File: src/rtl/afs_pkg.sv
package afs_pkg;
  localparam int NUM_Q = 4;
  // queue indices: transmit first, then receive; left before right
  localparam int Q_TXL = 0;
  localparam int Q_TXR = 1;
  localparam int Q_RXL = 2;
  localparam int Q_RXR = 3;

  typedef struct packed {
    logic [NUM_Q-1:0] push;
    logic [NUM_Q-1:0] pop;
    logic             flush;
  } q_ctl_t;
endpackage

File: src/rtl/afs_queue.sv
module afs_queue #(
  parameter int DEPTH = 12,
  parameter int WIDTH = 16,
  localparam int CW = $clog2(DEPTH + 1),
  localparam int PW = $clog2(DEPTH)
) (
  input  logic             clk,
  input  logic             rstN,
  input  logic             flush,
  input  logic             push,
  input  logic             pop,
  input  logic [WIDTH-1:0] din,
  output logic [WIDTH-1:0] head,
  output logic [CW-1:0]    count
);
  logic [WIDTH-1:0] mem [DEPTH];
  logic [PW-1:0] wrPtr, rdPtr;

  function automatic logic [PW-1:0] nextPtr(input logic [PW-1:0] p);
    return (p == PW'(DEPTH - 1)) ? '0 : p + PW'(1);
  endfunction

  always_ff @(posedge clk) begin
    if (push) mem[wrPtr] <= din;
  end

  always_ff @(posedge clk) begin
    if (!rstN || flush) begin
      wrPtr <= '0;
      rdPtr <= '0;
      count <= '0;
    end else begin
      if (push) wrPtr <= nextPtr(wrPtr);
      if (pop)  rdPtr <= nextPtr(rdPtr);
      case ({push, pop})
        2'b10:   count <= count + CW'(1);
        2'b01:   count <= count - CW'(1);
        default: count <= count;
      endcase
    end
  end

  assign head = mem[rdPtr];
endmodule

File: src/rtl/afs_datapath.sv
module afs_datapath
  import afs_pkg::*;
#(
  parameter int DEPTH = 12,
  parameter int WIDTH = 16,
  localparam int CW = $clog2(DEPTH + 1)
) (
  input  logic                        clk,
  input  logic                        rstN,
  input  q_ctl_t                      ctl,
  input  logic [NUM_Q-1:0][WIDTH-1:0] dinArr,
  output logic [NUM_Q-1:0][WIDTH-1:0] doutArr,
  output logic [NUM_Q-1:0][CW-1:0]    countArr
);
  for (genvar q = 0; q < NUM_Q; q++) begin : g_q
    logic [WIDTH-1:0] head;
    afs_queue #(.DEPTH(DEPTH), .WIDTH(WIDTH)) u_queue (
      .clk   (clk),
      .rstN  (rstN),
      .flush (ctl.flush),
      .push  (ctl.push[q]),
      .pop   (ctl.pop[q]),
      .din   (dinArr[q]),
      .head  (head),
      .count (countArr[q])
    );
    // an empty queue presents zero rather than stale storage
    assign doutArr[q] = (countArr[q] != '0) ? head : '0;
  end
endmodule

File: src/rtl/afs_ctrl.sv
module afs_ctrl
  import afs_pkg::*;
#(
  parameter int DEPTH   = 12,
  parameter int TX_LOW  = 4,
  parameter int RX_HIGH = 6,
  localparam int CW = $clog2(DEPTH + 1)
) (
  input  logic                     clk,
  input  logic                     rstN,
  input  logic                     ifEnable,
  input  logic [1:0]               hostTxPush,
  input  logic [1:0]               hostRxPop,
  input  logic [1:0]               serTxPop,
  input  logic [1:0]               serRxPush,
  input  logic [3:0]               maskBits,
  input  logic [3:0]               errClear,
  input  logic [NUM_Q-1:0][CW-1:0] countArr,
  output q_ctl_t                   ctl,
  output logic [11:0]              status,
  output logic                     irq
);
  logic [NUM_Q-1:0] isFull, isEmpty, wantPush, wantPop;
  logic [1:0] txReq, rxReq;
  logic [3:0] errFlags, errHit;

  for (genvar q = 0; q < NUM_Q; q++) begin : g_lvl
    assign isFull[q]  = (countArr[q] == CW'(DEPTH));
    assign isEmpty[q] = (countArr[q] == '0);
  end

  for (genvar c = 0; c < 2; c++) begin : g_req
    assign txReq[c] = ifEnable && (countArr[Q_TXL + c] <= CW'(TX_LOW));
    assign rxReq[c] = ifEnable && (countArr[Q_RXL + c] >= CW'(RX_HIGH));
  end

  assign wantPush = {serRxPush, hostTxPush};
  assign wantPop  = {hostRxPop, serTxPop};

  always_comb begin
    ctl.push  = wantPush & ~isFull  & {NUM_Q{ifEnable}};
    ctl.pop   = wantPop  & ~isEmpty & {NUM_Q{ifEnable}};
    ctl.flush = !ifEnable;
  end

  // error bits: 0/1 underrun left/right, 2/3 overrun left/right
  assign errHit = {serRxPush & isFull[Q_RXR:Q_RXL],
                   serTxPop  & isEmpty[Q_TXR:Q_TXL]} & {4{ifEnable}};

  always_ff @(posedge clk) begin
    if (!rstN) errFlags <= '0;
    else       errFlags <= (errFlags & ~errClear) | errHit;
  end

  assign status = {~isEmpty[Q_RXR:Q_RXL], ~isFull[Q_TXR:Q_TXL],
                   errFlags, rxReq, txReq};
  assign irq = (|({rxReq, txReq} & maskBits)) | (|errFlags);
endmodule

File: src/rtl/audio_fifo_status.sv
module audio_fifo_status
  import afs_pkg::*;
#(
  parameter int DEPTH   = 12,
  parameter int WIDTH   = 16,
  parameter int TX_LOW  = 4,
  parameter int RX_HIGH = 6
) (
  input  logic               clk,
  input  logic               rstN,
  input  logic               ifEnable,
  input  logic [1:0]         hostTxPush,
  input  logic [2*WIDTH-1:0] hostTxData,
  input  logic [1:0]         hostRxPop,
  output logic [2*WIDTH-1:0] hostRxData,
  input  logic [1:0]         serTxPop,
  output logic [2*WIDTH-1:0] serTxData,
  input  logic [1:0]         serRxPush,
  input  logic [2*WIDTH-1:0] serRxData,
  input  logic [3:0]         maskBits,
  input  logic [3:0]         errClear,
  output logic [11:0]        status,
  output logic               irq
);
  localparam int CW = $clog2(DEPTH + 1);

  q_ctl_t                      qCtl;
  logic [NUM_Q-1:0][CW-1:0]    fifoCount;
  logic [NUM_Q-1:0][WIDTH-1:0] qDin, qDout;

  assign qDin       = {serRxData, hostTxData};
  assign serTxData  = {qDout[Q_TXR], qDout[Q_TXL]};
  assign hostRxData = {qDout[Q_RXR], qDout[Q_RXL]};

  afs_ctrl #(.DEPTH(DEPTH), .TX_LOW(TX_LOW), .RX_HIGH(RX_HIGH)) u_ctrl (
    .clk        (clk),
    .rstN       (rstN),
    .ifEnable   (ifEnable),
    .hostTxPush (hostTxPush),
    .hostRxPop  (hostRxPop),
    .serTxPop   (serTxPop),
    .serRxPush  (serRxPush),
    .maskBits   (maskBits),
    .errClear   (errClear),
    .countArr   (fifoCount),
    .ctl        (qCtl),
    .status     (status),
    .irq        (irq)
  );

  afs_datapath #(.DEPTH(DEPTH), .WIDTH(WIDTH)) u_dp (
    .clk      (clk),
    .rstN     (rstN),
    .ctl      (qCtl),
    .dinArr   (qDin),
    .doutArr  (qDout),
    .countArr (fifoCount)
  );
endmodule

File: config.mk
export PLATFORM = sky130hd
export DESIGN_NAME = audio_fifo_status
export DESIGN_NICKNAME = d
export VERILOG_FILES = /design/src/rtl/afs_pkg.sv /design/src/rtl/afs_queue.sv /design/src/rtl/afs_datapath.sv /design/src/rtl/afs_ctrl.sv /design/src/rtl/audio_fifo_status.sv
export SDC_FILE = /design/constraint.sdc
export NUM_CORES = 1
export LEC_CHECK = 0
export BUFFER_PORTS_ARGS = -buffer_cell sky130_fd_sc_hd__buf_2
export CELL_PAD_IN_SITES_DETAIL_PLACEMENT = 0
export CELL_PAD_IN_SITES_GLOBAL_PLACEMENT = 2
export CORE_MARGIN = 2
export CORE_UTILIZATION = 40
export DETAILED_ROUTE_END_ITERATION = 8
export PLACE_DENSITY_LB_ADDON = 0.1
export SLEW_MARGIN = 20
export SYNTH_ARGS = -nofsm -noshare
export SYNTH_HDL_FRONTEND = slang
export SYNTH_HIERARCHICAL = 1
export SYNTH_SLANG_ARGS = --single-unit
File: constraint.sdc
create_clock -name clk -period 3 [get_ports clk]
set_input_delay 0 -clock clk [delete_from_list [all_inputs] [get_ports clk]]
set_output_delay 0 -clock clk [all_outputs]
set_load 0.005 [all_outputs]
### Word level (Yosys, flattened, before mapping)

Memories as Yosys holds them, arrays and structs flattened. A register that Yosys moved wholly into a read port is not among the register bits.
Cells that the tools add are included.

* add/sub/neg operators: 16
* order comparisons: 4
* equality and inequality tests: 20
* muxes and demuxes: 32
* bitwise operators: 16
* reductions and logical operators: 21

Operators by type and width (number)
* two-way mux 16 bit: 4
* two-way mux 4 bit: 16
* adder 4 x 1 -> 4 bit, second input constant: 12
* == test 4 bit, second input constant: 12
* one-hot mux 4 bit (2 select lines): 4
* bitwise AND 4 bit: 7
* zero test 4 bit: 4
* nonzero test 4 bit: 4
* subtractor 4 x 1 -> 4 bit, second input constant: 4
* NOT 4 bit: 3
* == test 2 x 1 -> 1 bit, second input constant: 4
* == test 2 bit, second input constant: 4
* greater-or-equal comparator 4 x 3 -> 1 bit, second input constant: 2
* <= comparator 4 x 3 -> 1 bit, second input constant: 2
* two-way mux 1 bit: 8
* nonzero test 2 bit: 4
* OR reduction 4 bit: 2
* bitwise AND 2 bit: 2
* logical AND 1 bit: 4
* NOT 2 bit: 2
* bitwise OR 4 bit: 1
* zero test 1 bit: 2
* logical OR 1 bit: 1
* bitwise OR 1 bit: 1

* flip-flop bits (word level): 52
* memory bits (writable): 768
* input bits: 83
* memories: 4

Memories
* u_dp.g_q[0].u_queue.mem: words 12, width 16, read ports 1, clocked after Yosys merged registers in 1, wr ports 1, RTL line afs_queue.sv:16 `logic [WIDTH-1:0] mem [DEPTH];`
* u_dp.g_q[1].u_queue.mem: words 12, width 16, read ports 1, clocked after Yosys merged registers in 1, wr ports 1, RTL line afs_queue.sv:16
* u_dp.g_q[2].u_queue.mem: words 12, width 16, read ports 1, clocked after Yosys merged registers in 1, wr ports 1, RTL line afs_queue.sv:16
* u_dp.g_q[3].u_queue.mem: words 12, width 16, read ports 1, clocked after Yosys merged registers in 1, wr ports 1, RTL line afs_queue.sv:16

### Longest topological paths before layout

* depth in word-level cells: 6
* gate-level depth with buffers: 12
* gate-level depth less buffers: 11

### Hierarchy

The synthesis kept the hierarchy.

Modules (own cells, without submodules)
* afs_queue: instances 4, cells each 398, area each 8081.5 µm²
* afs_datapath: instances 1, cells each 96, area each 1003.5 µm²
* afs_ctrl: instances 1, cells each 60, area each 374.1 µm²

### Worst setup path before layout

Ideal clock, no wire load.

* path type: register to register
* start point: reg u_dp.g_q[0].u_queue.count[1]
* end point: reg u_dp.g_q[0].u_queue.count[2]
* arrival: 2332 ps
* slack: 597 ps
* stages on the path, launching flop included: 13
* buffers on the path: 1
* cell sequence: dfxtp_1 nor2_1 nand3_1 and3_1 clkbuf_1 inv_1 ha_1 xor2_1 ha_1 a21oi_1 xor2_1 or3_1 a21oi_1

RTL lines
* from (decl): RTL line afs_queue.sv:14 `output logic [CW-1:0] count`
* from (signal assigned): RTL line afs_queue.sv:36 `2'b10: count <= count + CW'(1);`
* from (signal assigned): RTL line afs_queue.sv:37 `2'b01: count <= count - CW'(1);`
* from (signal assigned): RTL line afs_queue.sv:38 `default: count <= count;`

==> results.cfg <==
[clock_network]
cts-resized-gates = 0
cts_sinks = 836
cts_buffers = 90
cts-root-buf = clkbuf_16
clk_pin_slew_worst_paths_ns = 0.06
cts_max_path_buffers = 3
htreeDepth = 3
worstSkewPairLatency_ns = 0.63
cts_tree = done

[global_route]
grt_antenna_before_repair = 1
grt_overflow = 0
grt.total_usage_pct = 18.6
grt_pass1_wl_mm = 118
grt_pass1_vias = 18200
grt_max_degree = 33

[timing]
maxSlewViolCount = 0
rsz0062_at_grt = no
finalClockSkew_ns = 0.0189
tightest_slew_ns = 0.887
setup-violations-final = 0
fin_crit_ns = 2.67
relSlewSlack_pct = 40.8
fmax_mhz = 374
setup_slack_ns = 0.327
tns_ns = 0
finalCritPeriodShare_pct = 89.1
finalHoldViolations = 0

[pwr]
seq_power_share_pct = 52.1
max-vdd-ir-drop_uv = 462
p_int_w = 0.0197
power.switching_w = 0.00483
cellLeakagePower_nw = 12.9
p_comb_share_pct = 2.8
power_density_mw_per_mm2 = 614
clockPowerShare_pct = 45.1
swShare_pct = 19.7

[routing]
first_pass_iters = 5
drt_iter0_drc = 1229
drtAntennaViolNets = 0
drt_wl_total_mm = 79.7
drc = 0
wl_per_cell_um = 24.5
vias_per_cell = 5.34
vias = 17300

[placement]
place_inst = 2994
place.gp.congestion = 0.725
numPortBuffers = 159
place_ws_ns = 0.446
dp_hpwl_mm = 47.7

[synthesis]
synthTopCellsByArea = edfxtp_1 68%, mux4_2 13%, dfxtp_1 4.0%
yosysWarnings = 6
synthDistinctLibCells = 44
synth_fp_nets = 1863
avgSynthCellArea_um2 = 19.3
seq_area_frac_synth_pct = 72.5
synth-edff-count = 768
synthFlopType = edfxtp_1
syn_area_mm2 = 0.0337
yosys.area.top_type = edfxtp_1
synth-seq-cells = 836
async_reset_ff_share_pct = 0
synth_top_area_share_pct = 68.4
synthCells = 1748

[critical_path]
cp_top_family = multiplexers
crit_type = reg2out
arrival_ns = 2.67
slowest_delay_ns = 0.57
critical-path-slowest-cell = dfxtp_4
required_ns = 3.00
critical_path_buf_inv_count = 2
r2r-start = u_dp/g_q[1].u_queue/count[0]$_SDFFE_PP0P_
worstPathCellList = buf_12, mux4_2, mux2i_1, o21ai_0, o41a_1, buf_2
critPathLaunchType = flip-flop
cp_max_fo = 28
end_kind = output port

[finish]
fillers = 7031
final_util_pct = 47.8
final_common_cell = edfxtp_1
most-common-layout-cells = 768 x edfxtp_1, 192 x mux4_2, 159 x buf_2
instances_no_fill = 3248
area_growth_pct = 18.6
drive_gt1_share_pct = 27.9
finalNetCount = 2211

[min_path]
hp-class = in2reg
min_from = hostRxPop[1]

[floorplan]
rows = 106
die_h_um = 294
die_x_um = 294
die_area_mm2 = 0.0866
core_area_mm2 = 0.0836
ios = 160
initial_core_util_pct = 40.3

[flow_run]
maxCapViolCount = 0

[status]
status = completed
-- power by group through the flow --
| stage | logic (W) | clock network [W] | registers, W |
|---|---|---|---|
| 2_1_floorplan | 0.000269 | 0 | 0.0130 |
| 3_3_place_gp | 0.000588 | 0 | 0.0130 |
| 3_5_place_dp | 0.000602 | 0 | 0.0130 |
| 4_1_cts | 0.000691 | 0.0114 | 0.0128 |
| 5_1_grt | 0.000749 | 0.0118 | 0.0128 |
| 6_report | 0.000678 | 0.0111 | 0.0128 |
-- per-layer routing --
layer  part of all wire, %  wire length (um)  global-route usage, %  up-vias
met3                   3.2              2520                   2.68      101
met5                     0                 0                      0        -
met2                    50             39800                   31.3      301
met4                   1.9              1530                   4.57        0
li1                      -                 -                      -     7818
met1                    45             35800                   25.6     9111
-- cell usage after synthesis (3+ instances only) --
cell,n
buf_6,24
a21oi_1,22
nand2_1,98
and2_1,48
mux4_2,192
edfxtp_1,768
mux2_2,4
nor3_1,5
xor2_1,16
nor4_1,4
nor2b_1,8
o21a_1,3
nor2_1,60
buf_4,12
buf_2,34
buf_8,4
ha_1,32
inv_1,20
and3b_1,4
buf_1,8
a21boi_0,4
nand3b_1,4
or3b_1,4
o21ai_1,16
clkbuf_1,19
nor3b_1,4
o41a_1,64
nand4_1,4
o31ai_1,4
a2111oi_2,4
mux2i_1,76
or3_1,4
and3_1,9
and4b_1,4
o21ai_0,73
nand2b_1,8
xnor2_1,4
dfxtp_1,68
-- cell families after synthesis --
group           synth area share, %
compound gates                 4.36
fa+ha+maj                      1.19
xor+xnor                      0.520
buf+inv                        2.28
simple gates                   3.97
mux                            15.2
flops                          72.5
-- through the flow --
step	hold slack, ns	area [um^2]	power (W)
floorplan	0.0989	33700	0.0133
global placement	0.317	36100	0.0136
detailed placement	0.319	36100	0.0136
CTS	0.0211	39900	0.0249
global route	0.0857	40000	0.0253
finish	0.0628	40000	0.0245
-- cell type report --
cell class | count | area (um^2) | area share (%)
diodes | 1 | 2.50 | 0.00626
clock buffers | 109 | 2390 | 5.97
clock inverters | 54 | 554 | 1.39
inverters | 20 | 75.1 | 0.188
multi-input cells | 791 | 8510 | 21.3
flip-flops and latches | 836 | 24400 | 61.2
well taps | 1080 | 1350 | 3.38
repair buffers | 357 | 2640 | 6.59
-- path summary, 6_finish.rpt --
check,slack [ns],endpoint,cells past startpoint
setup reg to reg,0.41,u_dp/g_q[1].u_queue/count[2]$_SDFFE_PP0P_,10
setup / recovery,0.33,hostRxData[18],6
hold / removal,0.06,flip-flop,4
hold reg to reg,0.53,u_dp/g_q[0].u_queue/rdPtr[3]$_SDFFE_PP0P_,2
-- state kept, by name, indices dropped and copies added (netlist names), named ones only --
signal / count
u_ctrl/errFlags: 4
u_dp/g_q.u_queue/mem: 768
u_dp/g_q.u_queue/wrPtr: 16
u_dp/g_q.u_queue/rdPtr: 16
u_dp/g_q.u_queue/count: 16
-- worst min-delay path, cell delays in order --
cell and delay [ns]:
buf_2 0.10, and3_1 0.26, mux2i_1 0.20, nor2_1 0.06
-- what timing repair did --
action,4_1_cts,5_1_grt
endpoints found under the setup margin,0,1
hold buffers,81,0
endpoints found under the hold margin,800,0
setup buffers,0,9
Note: power is estimated with default switching activity, not from simulation.
